File: config.mk
export PLATFORM = sky130hd
export DESIGN_NAME = adc_spi_sequencer
export DESIGN_NICKNAME = d
export VERILOG_FILES = /design/src/rtl/adcseq_pkg.sv /design/src/rtl/adcseq_timer.sv /design/src/rtl/adcseq_shifter.sv /design/src/rtl/adc_spi_sequencer.sv
export SDC_FILE = /design/constraint.sdc
export NUM_CORES = 1
export LEC_CHECK = 0
export ABC_AREA = 1
export BUFFER_PORTS_ARGS = -buffer_cell sky130_fd_sc_hd__buf_2
export CORE_ASPECT_RATIO = 1.75
export CORE_MARGIN = 5
export CORE_UTILIZATION = 60
export CTS_BUF_LIST = sky130_fd_sc_hd__clkbuf_16
export CTS_CLUSTER_SIZE = 8
export DETAILED_ROUTE_END_ITERATION = 16
export HOLD_SLACK_MARGIN = 0.12
export PLACE_DENSITY = 0.82
export SLEW_MARGIN = 0
export SYNTH_ARGS = -nofsm -noshare
export SYNTH_HDL_FRONTEND = slang
export SYNTH_SLANG_ARGS = --single-unit
File: constraint.sdc
create_clock -name clk -period 2.7 [get_ports clk]
set_input_delay 0.54 -clock clk [delete_from_list [all_inputs] [get_ports clk]]
set_output_delay 0.54 -clock clk [all_outputs]
set_load 0.005 [all_outputs]
File: src/rtl/adcseq_pkg.sv
package adcseq_pkg;

  localparam int FRAME_W = 32;
  localparam int LEN_W   = $clog2(FRAME_W + 1);

  typedef enum logic [1:0] {
    OP_CLKCFG = 2'd0,
    OP_SETUP  = 2'd1,
    OP_RESYNC = 2'd2,
    OP_READ   = 2'd3
  } seq_op_e;

  typedef enum logic [2:0] {
    S_IDLE, S_WAIT, S_SETUP, S_LOW, S_HIGH, S_HOLD, S_GAP
  } seq_state_e;

  localparam logic [2:0] REG_SETUP = 3'd1;
  localparam logic [2:0] REG_CLOCK = 3'd2;
  localparam logic [2:0] REG_DATA  = 3'd3;

  // Command byte: bit7 zero, bits 6:4 register, bit3 read, bit2 standby, bits 1:0 channel
  function automatic logic [7:0] cmd_byte(logic [2:0] reg_idx, logic is_rd, logic chan);
    return {1'b0, reg_idx, is_rd, 1'b0, 1'b0, chan};
  endfunction

  // Setup byte: mode in 7:6 (01 = self-calibration), gain in 5:3, flags in 2:0
  function automatic logic [7:0] setup_byte(logic [7:0] arg);
    return {1'b0, arg[6], arg[5:3], arg[2:0]};
  endfunction

  function automatic logic [LEN_W-1:0] reg_width(logic [2:0] reg_idx);
    case (reg_idx)
      3'd3:       return LEN_W'(16);
      3'd6, 3'd7: return LEN_W'(24);
      default:    return LEN_W'(8);
    endcase
  endfunction

  function automatic logic [LEN_W-1:0] frame_len(seq_op_e op);
    case (op)
      OP_CLKCFG: return LEN_W'(8) + reg_width(REG_CLOCK);
      OP_SETUP:  return LEN_W'(8) + reg_width(REG_SETUP);
      OP_RESYNC: return LEN_W'(FRAME_W);
      default:   return LEN_W'(8) + reg_width(REG_DATA);
    endcase
  endfunction

  // Outgoing frame, left aligned in FRAME_W bits
  function automatic logic [FRAME_W-1:0] frame_bits(seq_op_e op, logic chan, logic [7:0] arg);
    case (op)
      OP_CLKCFG: return {cmd_byte(REG_CLOCK, 1'b0, chan), arg, 16'h0000};
      OP_SETUP:  return {cmd_byte(REG_SETUP, 1'b0, chan), setup_byte(arg), 16'h0000};
      OP_RESYNC: return '1;
      default:   return {cmd_byte(REG_DATA, 1'b1, chan), 24'h000000};
    endcase
  endfunction

endpackage

File: src/rtl/adcseq_timer.sv
module adcseq_timer #(
  parameter int W = 4
) (
  input  logic         clk,
  input  logic         rst_n,
  input  logic         load,
  input  logic [W-1:0] len,
  output logic         expired
);
  logic [W-1:0] cnt_q;

  always_ff @(posedge clk or negedge rst_n) begin
    if (!rst_n)            cnt_q <= '0;
    else if (load)         cnt_q <= len - W'(1);
    else if (cnt_q != '0)  cnt_q <= cnt_q - W'(1);
  end

  assign expired = (cnt_q == '0);
endmodule

File: src/rtl/adcseq_shifter.sv
module adcseq_shifter #(
  parameter int TXW = 32,
  parameter int RXW = 16
) (
  input  logic           clk,
  input  logic           rst_n,
  input  logic           load,
  input  logic [TXW-1:0] load_val,
  input  logic           shift_tx,
  input  logic           shift_rx,
  input  logic           rx_bit,
  output logic           tx_msb,
  output logic [RXW-1:0] rx_word
);
  logic [TXW-1:0] tx_q;
  logic [RXW-1:0] rx_q;

  always_ff @(posedge clk or negedge rst_n) begin
    if (!rst_n)        tx_q <= '1;
    else if (load)     tx_q <= load_val;
    else if (shift_tx) tx_q <= {tx_q[TXW-2:0], 1'b0};
  end

  always_ff @(posedge clk or negedge rst_n) begin
    if (!rst_n)        rx_q <= '0;
    else if (shift_rx) rx_q <= {rx_q[RXW-2:0], rx_bit};
  end

  assign tx_msb  = tx_q[TXW-1];
  assign rx_word = rx_q;
endmodule

File: src/rtl/adc_spi_sequencer.sv
module adc_spi_sequencer
  import adcseq_pkg::*;
#(
  parameter int HALF_CYC     = 10,
  parameter int CS_SETUP_CYC = 12,
  parameter int SYNC_STAGES  = 2,
  parameter int RD_W         = 16
) (
  input  logic            clk,
  input  logic            rst_n,
  input  logic            req_valid,
  output logic            req_ready,
  input  logic [1:0]      req_op,
  input  logic            req_chan,
  input  logic [7:0]      req_arg,
  input  logic            drdy_n,
  input  logic            miso,
  output logic            sclk,
  output logic            mosi,
  output logic            cs_n,
  output logic [RD_W-1:0] rd_data,
  output logic            rd_done
);
  localparam int TMAX = (HALF_CYC > CS_SETUP_CYC) ? HALF_CYC : CS_SETUP_CYC;
  localparam int TW   = $clog2(TMAX + 1);
  localparam logic [TW-1:0] HALF_T  = TW'(HALF_CYC);
  localparam logic [TW-1:0] SETUP_T = TW'(CS_SETUP_CYC);

  seq_state_e state_q, state_d;
  seq_op_e    op_q;
  logic [LEN_W-1:0] bits_q;
  logic       rd_done_q;

  logic          tmr_load, tmr_exp;
  logic [TW-1:0] tmr_len;

  // named internal events
  logic accept, ev_rise, ev_fall, ev_last;
  logic drdy_s, op_is_read, op_is_resync;
  logic tx_msb;

  // data-ready synchroniser, depth chosen by parameter
  generate
    if (SYNC_STAGES <= 1) begin : g_sync1
      logic s_q;
      always_ff @(posedge clk or negedge rst_n) begin
        if (!rst_n) s_q <= 1'b1;
        else        s_q <= drdy_n;
      end
      assign drdy_s = s_q;
    end else begin : g_syncn
      logic [SYNC_STAGES-1:0] s_q;
      always_ff @(posedge clk or negedge rst_n) begin
        if (!rst_n) s_q <= '1;
        else        s_q <= {s_q[SYNC_STAGES-2:0], drdy_n};
      end
      assign drdy_s = s_q[SYNC_STAGES-1];
    end
  endgenerate

  always_comb begin
    state_d  = state_q;
    tmr_load = 1'b0;
    tmr_len  = HALF_T;
    accept   = 1'b0;
    ev_rise  = 1'b0;
    ev_fall  = 1'b0;
    case (state_q)
      S_IDLE: if (req_valid) begin
        accept = 1'b1;
        if (seq_op_e'(req_op) == OP_READ) begin
          state_d = S_WAIT;
        end else begin
          state_d  = S_SETUP;
          tmr_load = 1'b1;
          tmr_len  = SETUP_T;
        end
      end
      S_WAIT: if (!drdy_s) begin
        state_d  = S_SETUP;
        tmr_load = 1'b1;
        tmr_len  = SETUP_T;
      end
      S_SETUP: if (tmr_exp) begin
        state_d  = S_LOW;
        tmr_load = 1'b1;
      end
      S_LOW: if (tmr_exp) begin
        state_d  = S_HIGH;
        tmr_load = 1'b1;
        ev_rise  = 1'b1;
      end
      S_HIGH: if (tmr_exp) begin
        tmr_load = 1'b1;
        if (bits_q == '0) begin
          state_d = S_HOLD;
        end else begin
          state_d = S_LOW;
          ev_fall = 1'b1;
        end
      end
      S_HOLD: if (tmr_exp) begin
        state_d  = S_GAP;
        tmr_load = 1'b1;
      end
      S_GAP: if (tmr_exp) state_d = S_IDLE;
      default: state_d = S_IDLE;
    endcase
  end

  assign ev_last      = ev_rise && (bits_q == LEN_W'(1));
  assign op_is_read   = (op_q == OP_READ);
  assign op_is_resync = (op_q == OP_RESYNC);

  always_ff @(posedge clk or negedge rst_n) begin
    if (!rst_n) begin
      state_q   <= S_IDLE;
      op_q      <= OP_CLKCFG;
      bits_q    <= '0;
      rd_done_q <= 1'b0;
    end else begin
      state_q   <= state_d;
      rd_done_q <= ev_last && op_is_read;
      if (accept) begin
        op_q   <= seq_op_e'(req_op);
        bits_q <= frame_len(seq_op_e'(req_op));
      end else if (ev_rise) begin
        bits_q <= bits_q - LEN_W'(1);
      end
    end
  end

  adcseq_timer #(.W(TW)) tmr_i (
    .clk     (clk),
    .rst_n   (rst_n),
    .load    (tmr_load),
    .len     (tmr_len),
    .expired (tmr_exp)
  );

  adcseq_shifter #(.TXW(FRAME_W), .RXW(RD_W)) shf_i (
    .clk      (clk),
    .rst_n    (rst_n),
    .load     (accept),
    .load_val (frame_bits(seq_op_e'(req_op), req_chan, req_arg)),
    .shift_tx (ev_fall),
    .shift_rx (ev_rise),
    .rx_bit   (miso),
    .tx_msb   (tx_msb),
    .rx_word  (rd_data)
  );

  assign cs_n      = (state_q == S_IDLE) || (state_q == S_WAIT) || (state_q == S_GAP);
  assign sclk      = (state_q != S_LOW);
  assign mosi      = cs_n ? 1'b1 : tx_msb;
  assign req_ready = (state_q == S_IDLE);
  assign rd_done   = rd_done_q;
endmodule

==> impl_metrics.tcl <==
set metrics [dict create \
    avgSynthCellArea_um2 8.632 \
    cts_max_path_buffers 2 \
    crit_family "simple AND/OR/NAND/NOR gates" \
    combPwrFrac_pct 33.4 \
    ctsHoldBuffers 0 \
    crit_start "state_q[1]" \
    status "complete, no violations" \
    finalSetupTns_ps 0 \
    drive_gt1_share_pct 25.19 \
    num-nets-final 421 \
    synthDistinctLibCells 29 \
    worstSetupStartpointType "flop" \
    crit_arrival_ps 2320 \
    multi_input_area_um2 1225 \
    ys_seq_elements 66 \
    synth_flop_cell "dfstp_2" \
    seqPwrFrac_pct 40.2 \
    place_ws_ps 650.0 \
    grt_antenna_before_repair 0 \
    grt_setup_unrepaired "false" \
    cts_root_buffer "clkbuf_16" \
    placed_cell_area_um2 3334 \
    leakagePower_uw 0.001711 \
    path_depth 8 \
    hpwl_mm 4.410 \
    rr_worst_depth 8 \
    r2r-start "state_q[1]" \
    worst_ep_required_time_ps 2930 \
    p_sw_uw 1576 \
    dr.pass1.iters 4 \
    die_w_um 64.78 \
    worstReg2RegEnd "shf_i.tx_q[21]" \
    cts_resized 0 \
    power_density_nw_per_um2 1188 \
    synth_fp_nets 386 \
    worstPathCellList "inv_2 > nand2_2 > nor2_4 > nand2_4 > nand2_2 > inv_1 > nand2_1 > o21ai_0" \
    clk_pin_slew_ps 60 \
    grt_overflow 0 \
    tightestPinTransition_ps 680.0 \
    finalCriticalPeriod_ps 2084 \
    endpoint "shf_i.tx_q[21]" \
    max-slew-margin-rel_pct 54.67 \
    fin_ws_ps 616.1 \
    numCtsBuffers 9 \
    cp_slowest_cell "inv_1" \
    wl_per_cell_um 14.62 \
    grt_pass1_wl_mm 11.68 \
    post_cts_buffers 0 \
    initial_core_util_pct 60.97 \
    setup_violations 0 \
    die_area_um2 6857 \
    clock_latency_ps 320 \
    wirelength_mm 6.727 \
    ioPinCount 37 \
    ir_worst_vdd_v 0.0006816 \
    vias 2588 \
    antenna_cells 0 \
    internal_power_uw 2736 \
    r2r_slack_ps 620 \
    ys_warn_count 0 \
    drtIter0Drc 129 \
    numPortBuffers 36 \
    drc_errors 0 \
    switching_share_pct 36.56 \
    worst-path-max-fanout 31 \
    cts_sinks 66 \
    regArea_um2 1694 \
    track_usage_pct 21.62 \
    synth_area_um2 3151 \
    hold_class "in2async" \
    detail-route-antenna-nets 0 \
    crit_buf_inv 2 \
    syn2layout_area_growth_pct 15.17 \
    grt_start_max_net_pins 38 \
    crit_path_max_incr_delay_ps 490 \
    gp_congestion 0.8953 \
    synthCells 365 \
    ys_seq_area_share_pct 53.77 \
    fmax_ghz 0.4799 \
    power_frac_clock_pct 26.4 \
    core_area_um2 5167 \
    via_per_inst 5.626 \
    synth_edf_count 0 \
    maxCapViolCount 0 \
    hold_violations 0 \
    cts_tree "done" \
    async_reset_ff_share_pct 100.0 \
    crit_path_end_kind "flop" \
    drv_slew 0 \
    setup.worst_path.class "reg2reg" \
    grt_pass1_vias 2615 \
    htree_levels 3 \
    skew_ps 3.910 \
    rows 35 \
    crit_path_frequent_cell "nand2_2" \
    fin_crit_sh_pct 77.18 \
    fin_area_um2 3628 \
    total_power_uw 4312 \
    die_h_um 105.9 \
    fillers 402 \
    holdWs_ps 253.3 \
]
## synthesized netlist by cell type (all sizes together), types with 3 or more instances
master	n	area, µm²
a21oi	13	65.06
a31oi	18	112.6
buf	14	92.59
dfrtp	32	800.8
dfstp	34	893.4
ha	5	62.56
inv	37	138.9
nand2	94	372.8
nand3	19	100.1
nor2	34	160.2
nor3	5	30.03
o211ai	3	22.52
o21ai	49	245.2
o22ai	3	18.77
## metal layers
metal  GRT usage (%)  vias to the layer above  part of all wire, %
li1                -                     1272                    -
met4           9.380                        0                  2.5
met2           37.66                       60                   53
met5               0                        -                    0
met3           3.092                       17                  3.3
met1           26.03                     1239                   41
## layout make-up
cell class | instances | share of cell area (%)
flip-flops and latches | 66 | 46.69
multi-input cells | 248 | 33.76
clock buffers | 9 | 6.207
repair buffers | 38 | 5.724
inverters | 37 | 3.828
clock inverters | 7 | 1.897
well taps | 55 | 1.897
## worst min path at each step
stage,from,cells past startpoint,endpoint
6_report,rst_n,1,shf_i.rx_word[10]
5_1_grt,drdy_n,1,g_syncn.s_q[0]
4_1_cts,rst_n,1,shf_i.rx_word[10]
3_5_place_dp,g_syncn.s_q[0],0,g_syncn.s_q[1]
3_3_place_gp,g_syncn.s_q[0],0,g_syncn.s_q[1]
2_1_floorplan,rst_n,0,bits_q[0]
## cells in the final DEF (no fill, tap or decap), types with 4 or more instances in the layout
cell type / n
a21oi_1: 13
a31oi_1: 18
buf_2: 36
clkbuf_16: 9
dfrtp_1: 32
dfstp_2: 34
ha_1: 5
inv_1: 32
inv_2: 5
nand2_1: 90
nand3_1: 18
nor2_1: 29
nor2_4: 4
nor3_1: 4
o21ai_0: 46
## logic make-up (layout without fill, tap and decap cells)
family,after synthesis,after routing,share of synthesized area (%)
AOI/OAI and AO/OA,88,88,15.25
adders and majority gates,5,5,1.986
and+or+nand+nor,155,155,21.64
DFF,66,66,53.77
buffers and inverters,51,91,7.347
## power by group through the flow
| stage | combinational [µW] | sequential (µW) | clock, µW |
|---|---|---|---|
| detailed placement | 1390 | 1740 | 0 |
| CTS | 1440 | 1730 | 1150 |
| global route | 1660 | 1780 | 1190 |
| finish | 1440 | 1740 | 1140 |
| floorplan | 1130 | 1680 | 0 |
| global placement | 1340 | 1730 | 0 |
## state kept, by name, summed over array words and instances, names as in the netlist
name,flops
op_q,2
state_q,3
shf_i.tx_q,32
g_syncn.s_q,2
tmr_i.cnt_q,4
shf_i.rx_word,16
bits_q,6
rd_done,1
## stage by stage
| stage | std cells | util (%) |
|---|---|---|
| after floorplan | 365 | - |
| after global placement | 444 | 64.53 |
| after detailed placement | 444 | 64.53 |
| after CTS | 460 | 70.22 |
| after global routing | 460 | 70.22 |
| final | 460 | 70.22 |
(Power assumes the default switching activity.)
